### src/rtl/discrete_io_ctrl.sv
module discrete_io_ctrl #(
  parameter int PORT_W  = 8,
  parameter int GAP_BIT = 3
) (
  input  logic                  clk,
  input  logic                  rst_n,
  input  logic                  reg_wr,
  input  logic [2:0]            reg_addr,
  input  logic [PORT_W-1:0]     reg_wdata,
  output logic [PORT_W-1:0]     reg_rdata,
  input  logic [2*PORT_W-1:0]   bus_out,
  input  logic [2*PORT_W-1:0]   bus_oe,
  input  logic [2*PORT_W-1:0]   pin_in,
  output logic [2*PORT_W-1:0]   pin_out,
  output logic [2*PORT_W-1:0]   pin_oe
);
  localparam int NPIN = 2 * PORT_W;
  localparam logic [NPIN-1:0] GAP = NPIN'(1) << GAP_BIT;

  logic [NPIN-1:0] func_q, dir_q, lat_q;
  logic [NPIN-1:0] wr_word, wr_keep, rd_word, dat_rd;
  logic            hi;
  logic [1:0]      sel;

  assign hi  = reg_addr[2];
  assign sel = reg_addr[1:0];

  assign wr_word = hi ? {reg_wdata, {PORT_W{1'b0}}} : {{PORT_W{1'b0}}, reg_wdata};
  assign wr_keep = hi ? {{PORT_W{1'b0}}, {PORT_W{1'b1}}} : {{PORT_W{1'b1}}, {PORT_W{1'b0}}};

  always_ff @(posedge clk) begin
    if (!rst_n) begin
      func_q <= '0;
      dir_q  <= '0;
      lat_q  <= '0;
    end else if (reg_wr) begin
      case (sel)
        2'd0:    func_q <= ((func_q & wr_keep) | wr_word) & ~GAP;
        2'd1:    dir_q  <= ((dir_q  & wr_keep) | wr_word) & ~GAP;
        2'd2:    lat_q  <= ((lat_q  & wr_keep) | wr_word) & ~GAP;
        default: ;
      endcase
    end
  end

  assign dat_rd = ((dir_q & lat_q) | (~dir_q & pin_in)) & ~GAP;

  always_comb begin
    case (sel)
      2'd0:    rd_word = func_q | GAP;
      2'd1:    rd_word = dir_q;
      2'd2:    rd_word = dat_rd;
      default: rd_word = '0;
    endcase
  end

  assign reg_rdata = hi ? rd_word[NPIN-1:PORT_W] : rd_word[PORT_W-1:0];

  assign pin_oe  = ((func_q & bus_oe)  | (~func_q & dir_q)) & ~GAP;
  assign pin_out = ((func_q & bus_out) | (~func_q & dir_q & lat_q)) & ~GAP;


  gap_undriven_chk: assert property (@(posedge clk) disable iff (!rst_n)
    !pin_oe[GAP_BIT] && !pin_out[GAP_BIT] && !dir_q[GAP_BIT]);


  latch_load_chk: assert property (@(posedge clk) disable iff (!rst_n)
    (reg_wr && reg_addr == 3'd2) |=>
      lat_q[PORT_W-1:0] == ($past(reg_wdata) & ~GAP[PORT_W-1:0]));


  dir_hold_chk: assert property (@(posedge clk) disable iff (!rst_n)
    !(reg_wr && sel == 2'd1) |=> $stable(dir_q));


  released_pin_chk: assert property (@(posedge clk) disable iff (!rst_n)
    (pin_oe & ~func_q & ~dir_q) == '0);


  spare_reg_chk: assert property (@(posedge clk) disable iff (!rst_n)
    (reg_wr && sel == 2'd3) |=> ($stable(func_q) && $stable(lat_q)));
endmodule

### config.mk
export PLATFORM = sky130hd
export DESIGN_NAME = discrete_io_ctrl
export DESIGN_NICKNAME = d
export VERILOG_FILES = /design/src/rtl/discrete_io_ctrl.sv
export SDC_FILE = /design/constraint.sdc
export NUM_CORES = 1
export LEC_CHECK = 0
export BUFFER_PORTS_ARGS = -buffer_cell sky130_fd_sc_hd__clkbuf_2
export CORE_AREA = 8 8 89 91
export CTS_CLUSTER_SIZE = 14
export DETAILED_ROUTE_END_ITERATION = 16
export DIE_AREA = 0 0 97 99
export GPL_ROUTABILITY_DRIVEN = 0
export PLACE_DENSITY = 0.78
export SYNTH_ARGS = -nofsm -noshare
export SYNTH_HDL_FRONTEND = slang
export SYNTH_SLANG_ARGS = --single-unit
### constraint.sdc
create_clock -name clk -period 1.23 [get_ports clk]
set_input_delay 0.246 -clock clk [delete_from_list [all_inputs] [get_ports clk]]
set_output_delay 0.246 -clock clk [all_outputs]
set_load 0.05 [all_outputs]
==> results of run 1 <==
## area by class of cell
cell class | instances | area, µm² | area share
Tap cell | 80 | 100 | 0.0194
Inverter | 14 | 57.6 | 0.0112
Multi-Input combinational cell | 256 | 2240 | 0.435
Clock buffer | 7 | 96.3 | 0.0187
Sequential cell | 45 | 968 | 0.188
Clock inverter | 1 | 5.00 | 0.000971
Timing Repair Buffer | 163 | 1680 | 0.326
## final timing paths
path / slack, ps / endpoint
max: -470 / reg_rdata[4]
min: 200 / flop
max reg2reg: 350 / flop
min reg2reg: 550 / flop
## cell usage in the layout, fill, tap and decap left out, drive strengths merged, types with 2 or more instances in the layout
master   instances
buf            101
clkbuf          69
nand2           69
dfxtp           45
nor2b           31
mux2i           29
o21ai           23
a21boi          22
inv             14
mux2             9
nand2b           9
a21oi            7
a31oi            7
nand4bb          6
o311ai           6
nand3b           6
o221a            6
nor3             6
and4bb           3
nand4b           2
conb             2
and4b            2
## power groups by stage
stage	Sequential, mW	Combinational, mW	Clock, mW
after floorplan	1.55	0.533	0
final	1.51	1.08	1.03
after detailed placement	1.54	0.892	0
after global placement	1.54	0.874	0
after CTS	1.51	1.01	1.02
after global routing	1.51	1.13	1.08
## routing by layer
metal  share of wire  vias to the layer above  track usage
li1                -                     1474            -
met1            0.36                     1505        0.204
met2            0.53                      149        0.381
met3           0.070                       32       0.0602
met4           0.033                        0       0.0710
met5               0                        -            0
## stage by stage
stage / instances / cell area [µm²]
2_1_floorplan: 340 / 3070
3_3_place_gp: 553 / 4090
3_5_place_dp: 553 / 4090
4_1_cts: 565 / 4860
5_1_grt: 566 / 5150
6_report: 566 / 5150
## cells by family (layout without fill, tap and decap cells)
logic type,after synthesis,in the layout,share of synthesized area
DFF,45,45,0.317
other,1,2,0.00132
and+or+nand+nor,141,141,0.281
AOI/OAI and AO/OA,75,75,0.181
buffers and inverters,39,185,0.0820
muxes,38,38,0.138
## worst max-delay path: stages, from the launching register on
cell and delay [ps]:
sky130_fd_sc_hd__dfxtp_2 330, sky130_fd_sc_hd__or3_4 400, sky130_fd_sc_hd__a21oi_4 180, sky130_fd_sc_hd__a311oi_4 70, sky130_fd_sc_hd__buf_12 170
## what timing repair did
| item | 4_1_cts | 5_1_grt |
|---|---|---|
| hold buffers | 0 | 0 |
| endpoints found under the setup margin | 38 | 39 |
| pin swaps | 32 | 16 |
| gates resized for setup | 179 | 85 |
| setup buffers | 6 | 8 |
==> tab_implementation.tex, run 1 <==
\begin{tabular}{lr}
\hline
Metric & Value \\
\hline
\multicolumn{2}{l}{\textbf{Global routing}} \\
Via count of the first global-routing pass & 3383 \\
Sum of overflow across all layers after global routing & 0 \\
Overall routing resource usage & 0.202 \\
Global-route wire length before repair & 16300 µm \\
Largest net degree at the start of global routing & 46 \\
Number of antenna violations at the first check in global routing & 0 \\
\multicolumn{2}{l}{\textbf{Power}} \\
Cell Pwr Density & 702 mW/mm² \\
Total power & 3.62 mW \\
Clock network power share & 0.285 \\
Worst voltage drop across the vdd grid & 0.576 mV \\
Switching Fraction & 0.307 \\
Cell leakage power & 2.10 nW \\
Internal portion of total power & 2.51 mW \\
Switching power & 1.11 mW \\
Sequential power share & 0.418 \\
Portion of total power attributed to combinational logic & 0.298 \\
\multicolumn{2}{l}{\textbf{Timing}} \\
Summed negative setup slack over all endpoints & -8460 ps \\
Worst clock skew & 0 ps \\
Final hold violation count & 0 \\
Final setup fails & 39 \\
Final period demand of the worst path & 1700 ps \\
Unrepaired setup endpoints after global routing & yes \\
Final hold slack & 197 ps \\
Maximum achievable frequency & 588 MHz \\
Final setup slack of the worst path & -471 ps \\
Final Slew Violations & 0 \\
Share of the cycle needed by the critical path after routing & 1.38 \\
\multicolumn{2}{l}{\textbf{Logic synthesis}} \\
Number of synthesized register bits & 45 \\
Synth Flop Type & sky130\_fd\_sc\_hd\_\_dfxtp\_1 \\
Yosys top cell by area & sky130\_fd\_sc\_hd\_\_dfxtp\_1 \\
Cell types with the highest counts after synthesis & 69 x sky130\_fd\_sc\_hd\_\_nand2\_1, 45 x sky130\_fd\_sc\_hd\_\_dfxtp\_1, 30 x sky130\_fd\_sc\_hd\_\_nor2b\_1 \\
Cell area after synthesis & 0.00284 mm² \\
Most frequently used cell type in the post-synthesis netlist & sky130\_fd\_sc\_hd\_\_nand2\_1 \\
Share of flip-flops with an asynchronous set or reset & 0 \\
Proportion of netlist area held by the largest area contributor & 0.317 \\
Synth warn & 0 \\
Post-Synthesis Cells & 339 \\
Portion of the post-synthesis area used by sequential elements & 0.317 \\
Top cells by area in the synthesized netlist & sky130\_fd\_sc\_hd\_\_dfxtp\_1 32\%, sky130\_fd\_sc\_hd\_\_mux2i\_1 10\%, sky130\_fd\_sc\_hd\_\_nand2\_1 9.1\% \\
Average footprint of a synthesized cell & 8.37 µm² \\
Number of distinct standard cells referenced by the synthesized netlist & 39 \\
Number of synthesized flops with an enable pin & 0 \\
\multicolumn{2}{l}{\textbf{Floorplanning}} \\
Initial Utilization & 0.432 \\
Die width & 97 µm \\
Die extent in y & 99 µm \\
Std-Cell Rows & 30 \\
Number of I/O pins & 102 \\
Core Footprint & 0.00657 mm² \\
Area of the die & 0.00960 mm² \\
\multicolumn{2}{l}{\textbf{Critical path}} \\
WP data arrival & 1460 ps \\
Number of cell instances on the worst register-to-register path & 3 \\
Required @ worst endpoint & 980 ps \\
Type of the worst setup path & reg2out \\
Startpoint kind of the worst setup timing path & flop \\
Kind of capture point of the worst setup path & output pin \\
Crit Path Max Fanout & 2 \\
\multicolumn{2}{l}{\textbf{Outcome}} \\
Result of the run & finished with violations \\
Violated checks & setup timing \\
\multicolumn{2}{l}{\textbf{Detailed routing}} \\
Vias after detailed routing & 3160 \\
Sum of routed wire length over all layers & 10800 µm \\
Length of the first detailed-routing pass in iterations & 4 \\
Drt initial violations & 178 \\
DRC violations left & 0 \\
Post-DR wirelength/cell & 19.1 µm \\
Antenna-violating nets left & 0 \\
Via-per-instance ratio & 5.58 \\
\multicolumn{2}{l}{\textbf{Placed design}} \\
Worst Setup Slack post-DPL & -455 ps \\
Dpl hpwl & 6960 µm \\
Number of port buffers & 96 \\
\multicolumn{2}{l}{\textbf{Layout}} \\
Share of post-route cells with drive strength above 1 & 0.632 \\
FILL cells & 386 \\
Share of the core filled with cells in the final layout & 0.784 \\
N\_diodes & 0 \\
Synth-to-layout area growth & 81.5\% \\
Number of nets at the end of the flow & 547 \\
\multicolumn{2}{l}{\textbf{Clock tree}} \\
Number of clock buffers inserted by TritonCTS & 5 \\
Clock root buffer & sky130\_fd\_sc\_hd\_\_clkbuf\_8 \\
H-tree levels & 2 \\
Deepest clock path buffer count & 2 \\
Clock Sink Count & 45 \\
Clock slew at the register clock pins of the worst setup and hold paths & 80 ps \\
TritonCTS clock tree & done \\
Clock Latency Late Sink & 300 ps \\
\multicolumn{2}{l}{\textbf{Min path}} \\
Worst Min Path Start & reg\_wdata[3] \\
Hold/Removal Path Class & in2reg \\
Number of cells traversed by the worst hold path & 3 \\
\multicolumn{2}{l}{\textbf{Run}} \\
Max cap viols & 0 \\
\hline
\end{tabular}
(Power assumes the default switching activity.)
==> run 2, diff against run 1 <==
- ABC_CLOCK_PERIOD_IN_PS: unset -> 1900
- CORE_AREA: 8 8 89 91 -> 8 8 85 87
- DIE_AREA: 0 0 97 99 -> 0 0 93 95
- PLACE_DENSITY: 0.78 -> 0.81
- SKIP_LAST_GASP: unset -> 1
- clock period: 1.23 -> 1.9 ns (I/O delays scaled with it)
==> run 2 against run 1 <==
Net effect:
- the flow still finishes with violations (setup timing)
- clock skew did not move
- combinational power is 48% lower
- critical path depth grew 2
- total power fell by 40%
- first-iteration DRC count down 2.8%
- final cell count fell by 9.0%
- cell area is 25% lower
- routed wire length shrank 21%
- critical endpoint is now reg_rdata[6]
- largest cell class unchanged
- largest power group unchanged
- highest routed layer unchanged
==> tab_implementation.tex, run 2 (synthesis gave the netlist of run 1 again) <==
\begin{tabular}{lr}
\hline
Metric & Value \\
\hline
\multicolumn{2}{l}{\textbf{Outcome}} \\
Result of the run & finished with violations (unchanged) \\
Violated checks & setup timing (unchanged) \\
\multicolumn{2}{l}{\textbf{Critical path}} \\
WP data arrival & 1530 ps (was 1460 ps) \\
R2R setup slack & 1060 ps (was 350 ps) \\
Number of cells on the critical path & 6 (was 4) \\
Kind of cell adding the most delay to the critical path & buffers and inverters (was simple AND/OR/NAND/NOR gates) \\
Crit Path Max Fanout & 18 (was 2) \\
Buffers plus inverters on the worst setup path & 3 (was 1) \\
Launching element of the worst setup path & reg\_addr[0] \\
Biggest cell delay along the critical path & 290 ps (was 400 ps) \\
Number of cell instances on the worst register-to-register path & 3 (unchanged) \\
Max stage delay cell, worst path & sky130\_fd\_sc\_hd\_\_bufbuf\_16 (was sky130\_fd\_sc\_hd\_\_or3\_4) \\
Cell-by-cell listing of the critical path & buf\_8 > bufbuf\_16 > nand3b\_1 > a21boi\_1 > o221a\_2 > buf\_12 (was or3\_4 > a21oi\_4 > a311oi\_4 > buf\_12) \\
Type of the worst setup path & in2out (was reg2out) \\
Startpoint kind of the worst setup timing path & input port (was flop) \\
Kind of capture point of the worst setup path & output pin (unchanged) \\
Required @ worst endpoint & 1520 ps (was 980 ps) \\
\multicolumn{2}{l}{\textbf{Clock tree}} \\
TritonCTS clock tree & done (unchanged) \\
Clock root buffer & sky130\_fd\_sc\_hd\_\_clkbuf\_8 (unchanged) \\
H-tree levels & 2 (unchanged) \\
Clock Sink Count & 45 (unchanged) \\
Deepest clock path buffer count & 2 (unchanged) \\
Number of clock buffers inserted by TritonCTS & 5 (unchanged) \\
Clock Latency Late Sink & 300 ps (about the same) \\
Clock slew at the register clock pins of the worst setup and hold paths & 80 ps (about the same) \\
\multicolumn{2}{l}{\textbf{Global routing}} \\
Global-route wire length before repair & 13100 µm (was 16300 µm) \\
Sum of overflow across all layers after global routing & 0 (unchanged) \\
Number of antenna violations at the first check in global routing & 0 (unchanged) \\
Overall routing resource usage & 0.183 (was 0.202) \\
Largest net degree at the start of global routing & 46 (unchanged) \\
Via count of the first global-routing pass & 2767 (was 3383) \\
\multicolumn{2}{l}{\textbf{Detailed routing}} \\
DRC violations left & 0 (unchanged) \\
Length of the first detailed-routing pass in iterations & 4 (unchanged) \\
Vias after detailed routing & 2803 (was 3160) \\
Via-per-instance ratio & 5.44 (was 5.58) \\
Antenna-violating nets left & 0 (unchanged) \\
Drt initial violations & 173 (was 178) \\
Sum of routed wire length over all layers & 8520 µm (was 10800 µm) \\
Post-DR wirelength/cell & 16.6 µm (was 19.1 µm) \\
\multicolumn{2}{l}{\textbf{Layout}} \\
Leading cell type in the layout, fill and taps excluded & sky130\_fd\_sc\_hd\_\_clkbuf\_2 (unchanged) \\
N\_diodes & 0 (unchanged) \\
Number of nets at the end of the flow & 501 (was 547) \\
Most used cells in the layout excluding fill and tap cells & 86 x sky130\_fd\_sc\_hd\_\_clkbuf\_2, 69 x sky130\_fd\_sc\_hd\_\_nand2\_1, 35 x sky130\_fd\_sc\_hd\_\_dfxtp\_1, 30 x sky130\_fd\_sc\_hd\_\_nor2b\_1, 29 x sky130\_fd\_sc\_hd\_\_mux2i\_1 (was 56 x sky130\_fd\_sc\_hd\_\_clkbuf\_2, 47 x sky130\_fd\_sc\_hd\_\_nand2\_1, 34 x sky130\_fd\_sc\_hd\_\_buf\_6, 33 x sky130\_fd\_sc\_hd\_\_dfxtp\_2, 30 x sky130\_fd\_sc\_hd\_\_nor2b\_1) \\
Non-filler cells, final & 515 (was 566) \\
FILL cells & 470 (was 386) \\
Share of post-route cells with drive strength above 1 & 0.377 (was 0.632) \\
Synth-to-layout area growth & 36.2\% (was 81.5\%) \\
\multicolumn{2}{l}{\textbf{Power}} \\
Cell leakage power & 1.50 nW (was 2.10 nW) \\
Cell Pwr Density & 563 mW/mm² (was 702 mW/mm²) \\
Worst voltage drop across the vdd grid & 0.415 mV (was 0.576 mV) \\
\multicolumn{2}{l}{\textbf{Placed design}} \\
Number of port buffers & 96 (unchanged) \\
Worst Setup Slack post-DPL & -61.0 ps (was -455 ps) \\
Post-placement cell count & 498 (was 553) \\
Dpl hpwl & 5970 µm (was 6960 µm) \\
\multicolumn{2}{l}{\textbf{Timing}} \\
Worst clock skew & 0 ps (unchanged) \\
Unrepaired setup endpoints after global routing & yes (unchanged) \\
Final Slew Violations & 0 (unchanged) \\
Worst-Margin Slew & 680 ps \\
Final period demand of the worst path & 1910 ps \\
Maximum achievable frequency & 523 MHz \\
Final setup fails & 1 (was 39) \\
Relative slew margins & 0.547 \\
Final hold violation count & 0 (unchanged) \\
Final setup slack of the worst path & -11.9 ps (was -471 ps) \\
Share of the cycle needed by the critical path after routing & 1.01 \\
\multicolumn{2}{l}{\textbf{Min path}} \\
Number of cells traversed by the worst hold path & 3 (unchanged) \\
Worst Min Path Start & reg\_wdata[3] (unchanged) \\
Hold/Removal Path Class & in2reg (unchanged) \\
\multicolumn{2}{l}{\textbf{Floorplanning}} \\
Std-Cell Rows & 28 (was 30) \\
Area of the die & 0.00884 mm² (was 0.00960 mm²) \\
Initial Utilization & 0.488 (was 0.432) \\
Number of I/O pins & 102 (unchanged) \\
Die width & 93 µm (was 97 µm) \\
Die extent in y & 95 µm (was 99 µm) \\
Core Footprint & 0.00582 mm² (was 0.00657 mm²) \\
\multicolumn{2}{l}{\textbf{Run}} \\
Max cap viols & 0 (unchanged) \\
\hline
\end{tabular}
## run 2: changes by cell type in the layout (fill, tap and decap cells not counted), sizes merged
| cell | before | now |
|---|---|---|
| buf | 101 | 27 |
| clkbuf | 69 | 95 |
| bufbuf | 0 | 1 |
| clkinv | 1 | 2 |
## run 2: stage by stage
stage | power, mW | instance area [µm²] | hold WS, ps | util | TNS (ps)
after detailed placement | 1.50 | 3510 | 467 | 0.603 | -158
after floorplan | 1.31 | 2860 | 444 | - | -238
after CTS | 2.17 | 3750 | 324 | 0.644 | -64.3
final | 2.18 | 3870 | 340 | 0.665 | -11.9
after global routing | 2.25 | 3870 | 348 | 0.665 | -187
after global placement | 1.50 | 3510 | 455 | 0.603 | -51.7
## run 2: cell type report
type                       instances  area (µm²)  share of cell area
clock buffer                       6        82.6              0.0214
clock inverter                     2        13.8             0.00356
inverter                          14        52.6              0.0136
multi-input combinational        256        1780               0.459
sequential                        45         921               0.238
tap                               75        93.8              0.0243
timing repair buffer             117         927               0.240
## run 2: path summary, 6_finish.rpt
check	endpoint
setup / recovery	reg_rdata[6]
hold / removal	flop
hold reg to reg	flop
setup reg to reg	flop
## run 2: power by group
group	switching (mW)	internal, mW
Combinational	0.296	0.266
Sequential	0.0220	0.960
Clock	0.337	0.295
## run 2: routing by layer
| layer | global-route usage | share of wire | wire length [µm] | vias to the layer above |
|---|---|---|---|---|
| met1 | 0.217 | 0.41 | 3530 | 1314 |
| met4 | 0.0456 | 0.015 | 125 | 0 |
| met2 | 0.317 | 0.49 | 4180 | 101 |
| met3 | 0.0516 | 0.081 | 692 | 12 |
| li1 | - | - | - | 1376 |
| met5 | 0 | 0 | 0 | - |
## run 2: what timing repair did
action                     4_1_cts  5_1_grt
gates cloned                     3        1
hold buffers                     0        0
setup endpoints to repair        8        8
pin swaps                        5       11
buffers inserted                 2        3
gates resized for setup         19       27
## run 2: worst register-to-register path, delay by kind of cell (launching register included)
| kind | cells | cell delay, ps |
|---|---|---|
| and+or+nand+nor | 1 | 70 |
| muxes | 1 | 160 |
| buffers and inverters | 1 | 140 |
| DFF | 1 | 360 |
==> run 3, diff against run 2 <==
- ABC_CLOCK_PERIOD_IN_PS: 1900 -> 2300
- CORE_AREA: 8 8 85 87 -> 8 8 86 80
- DIE_AREA: 0 0 93 95 -> 0 0 94 88
- PLACE_DENSITY: 0.81 -> 0.87
- clock period: 1.9 -> 2.3 ns (I/O delays scaled with it)
==> run 3 against run 2 <==
Net effect:
- the run now ends clean
- count of clock-buffer cells in the layout is 1 lower
- critical path type unchanged
- final cell count is 3.1% lower
- worst setup slack better by 130 ps
- first-iteration DRC count is 4.0% higher
- core utilization is 2.0 points lower
==> tab_implementation.tex, run 3 (synthesis gave the netlist of run 1 again) <==
\begin{tabular}{lr}
\hline
Metric & Value \\
\hline
\multicolumn{2}{l}{\textbf{Clock tree}} \\
Clock root buffer & sky130\_fd\_sc\_hd\_\_clkbuf\_8 (unchanged) \\
H-tree levels & 2 (unchanged) \\
Deepest clock path buffer count & 2 (unchanged) \\
Clock Sink Count & 45 (unchanged) \\
Number of clock buffers inserted by TritonCTS & 5 (unchanged) \\
Clock Latency Late Sink & 300 ps (about the same) \\
TritonCTS clock tree & done (unchanged) \\
Count of instances resized after the clock tree is built & 0 (was 19) \\
Setup Buffers After CTS & 0 (was 2) \\
Clock slew at the register clock pins of the worst setup and hold paths & 90 ps (was 80 ps) \\
Cts hold-fix bufs & 0 (unchanged) \\
\multicolumn{2}{l}{\textbf{Timing}} \\
Worst-Margin Slew & 685 ps (was 680 ps) \\
Worst clock skew & 0 ps (unchanged) \\
Final Slew Violations & 0 (unchanged) \\
Final hold violation count & 0 (unchanged) \\
Final hold slack & 401 ps (was 340 ps) \\
Unrepaired setup endpoints after global routing & no (was yes) \\
Final period demand of the worst path & 2180 ps \\
Summed negative setup slack over all endpoints & 0 ps (was -11.9 ps) \\
Final setup fails & 0 (was 1) \\
Share of the cycle needed by the critical path after routing & 0.947 \\
Maximum achievable frequency & 459 MHz \\
Relative slew margins & 0.544 (was 0.547) \\
\multicolumn{2}{l}{\textbf{Floorplanning}} \\
Area of the die & 0.00827 mm² (was 0.00884 mm²) \\
Core Footprint & 0.00547 mm² (was 0.00582 mm²) \\
Number of I/O pins & 102 (unchanged) \\
Die extent in y & 88 µm (was 95 µm) \\
Std-Cell Rows & 26 (was 28) \\
Initial Utilization & 0.519 (was 0.488) \\
Die width & 94 µm (was 93 µm) \\
\multicolumn{2}{l}{\textbf{Layout}} \\
Most used cells in the layout excluding fill and tap cells & 89 x sky130\_fd\_sc\_hd\_\_clkbuf\_2, 69 x sky130\_fd\_sc\_hd\_\_nand2\_1, 45 x sky130\_fd\_sc\_hd\_\_dfxtp\_1, 30 x sky130\_fd\_sc\_hd\_\_nor2b\_1, 29 x sky130\_fd\_sc\_hd\_\_mux2i\_1 (was 86 x sky130\_fd\_sc\_hd\_\_clkbuf\_2, 69 x sky130\_fd\_sc\_hd\_\_nand2\_1, 35 x sky130\_fd\_sc\_hd\_\_dfxtp\_1, 30 x sky130\_fd\_sc\_hd\_\_nor2b\_1, 29 x sky130\_fd\_sc\_hd\_\_mux2i\_1) \\
FILL cells & 454 (was 470) \\
Combined area of the multi-input logic cells & 0.00172 mm² (was 0.00178 mm²) \\
Leading cell type in the layout, fill and taps excluded & sky130\_fd\_sc\_hd\_\_clkbuf\_2 (unchanged) \\
Synth-to-layout area growth & 24.1\% (was 36.2\%) \\
Post-route cell area & 0.00352 mm² (was 0.00387 mm²) \\
N\_diodes & 0 (unchanged) \\
Share of post-route cells with drive strength above 1 & 0.322 (was 0.377) \\
Number of nets at the end of the flow & 490 (was 501) \\
FF+latch area & 901 µm² (was 921 µm²) \\
\multicolumn{2}{l}{\textbf{Critical path}} \\
Launching element of the worst setup path & reg\_addr[0] (unchanged) \\
Type of the worst setup path & in2out (unchanged) \\
Number of cell instances on the worst register-to-register path & 2 (was 3) \\
R2R setup slack & 1570 ps (was 1060 ps) \\
Crit Path Max Fanout & 10 (was 18) \\
Required @ worst endpoint & 1840 ps (was 1520 ps) \\
Startpoint kind of the worst setup timing path & input port (unchanged) \\
WP data arrival & 1720 ps (was 1530 ps) \\
Kind of capture point of the worst setup path & output pin (unchanged) \\
\multicolumn{2}{l}{\textbf{Detailed routing}} \\
Post-DR wirelength/cell & 16.0 µm (was 16.6 µm) \\
Via-per-instance ratio & 5.55 (was 5.44) \\
Drt initial violations & 180 (was 173) \\
Sum of routed wire length over all layers & 7980 µm (was 8520 µm) \\
Length of the first detailed-routing pass in iterations & 4 (unchanged) \\
Vias after detailed routing & 2767 (was 2803) \\
DRC violations left & 0 (unchanged) \\
Antenna-violating nets left & 0 (unchanged) \\
\multicolumn{2}{l}{\textbf{Outcome}} \\
Result of the run & finished, final reports clean (was finished with violations) \\
\multicolumn{2}{l}{\textbf{Min path}} \\
Worst Min Path Start & reg\_wdata[3] (unchanged) \\
Hold/Removal Path Class & in2reg (unchanged) \\
Number of cells traversed by the worst hold path & 3 (unchanged) \\
\multicolumn{2}{l}{\textbf{Placed design}} \\
Dpl hpwl & 6020 µm (was 5970 µm) \\
Number of port buffers & 96 (unchanged) \\
Cell Area, Placed & 0.00344 mm² (was 0.00351 mm²) \\
\multicolumn{2}{l}{\textbf{Global routing}} \\
Number of antenna violations at the first check in global routing & 0 (unchanged) \\
Sum of overflow across all layers after global routing & 0 (unchanged) \\
Global-route wire length before repair & 12700 µm (was 13100 µm) \\
Via count of the first global-routing pass & 2729 (was 2767) \\
Overall routing resource usage & 0.191 (was 0.183) \\
Largest net degree at the start of global routing & 46 (unchanged) \\
\multicolumn{2}{l}{\textbf{Run}} \\
Max cap viols & 0 (unchanged) \\
\multicolumn{2}{l}{\textbf{Power}} \\
Switching Fraction & 0.310 (was 0.301) \\
Portion of total power attributed to combinational logic & 0.235 (was 0.258) \\
Worst voltage drop across the vdd grid & 0.311 mV (was 0.415 mV) \\
Clock network power share & 0.288 (was 0.291) \\
Sequential power share & 0.477 (was 0.451) \\
Internal portion of total power & 1.18 mW (was 1.52 mW) \\
Cell leakage power & 1.35 nW (was 1.50 nW) \\
Switching power & 528 µW (was 655 µW) \\
Cell Pwr Density & 484 mW/mm² (was 563 mW/mm²) \\
\hline
\end{tabular}
[run 3: layer usage]
metal | wire length (µm) | share of wire | GRT usage | vias to the layer above
met5 | 0 | 0 | 0 | -
met4 | 67 | 0.0084 | 0.0647 | 0
met3 | 723 | 0.091 | 0.0480 | 7
met2 | 3900 | 0.49 | 0.329 | 113
met1 | 3290 | 0.41 | 0.226 | 1287
li1 | - | - | - | 1360
[run 3: power groups by stage]
stage | clock network, mW | registers (mW) | logic, mW
2_1_floorplan | 0 | 0.826 | 0.255
3_3_place_gp | 0 | 0.829 | 0.391
3_5_place_dp | 0 | 0.831 | 0.399
4_1_cts | 0.503 | 0.813 | 0.401
5_1_grt | 0.533 | 0.816 | 0.425
6_report | 0.492 | 0.813 | 0.401
[run 3: worst max path at each step]
stage	slack, ps	to	depth (start not counted)
global route	80	reg_rdata[6]	5
finish	120	reg_rdata[0]	6
floorplan	2	reg_rdata[4]	5
CTS	140	reg_rdata[0]	5
detailed placement	150	reg_rdata[0]	5
global placement	170	reg_rdata[0]	6
[run 3: cell type report]
cell class	count	share of cell area
clock buffers	5	0.0195
clock inverters	3	0.00497
inverters	14	0.0149
multi-input cells	256	0.489
flip-flops and latches	45	0.256
well taps	70	0.0249
repair buffers	106	0.191
[run 3: stage by stage]
stage	setup slack, ps	instances	total power [mW]	utilization
after floorplan	2.48	340	1.08	-
after global placement	168	491	1.22	0.629
after detailed placement	152	491	1.23	0.629
after CTS	144	499	1.72	0.645
after global routing	80.4	499	1.77	0.645
final	121	499	1.71	0.645
[run 3: critical path, stage by stage]
cell,delay (ps)
sky130_fd_sc_hd__clkbuf_2,190
sky130_fd_sc_hd__buf_4,210
sky130_fd_sc_hd__nand2b_1,170
sky130_fd_sc_hd__a21boi_0,270
sky130_fd_sc_hd__o221a_2,270
sky130_fd_sc_hd__buf_12,140
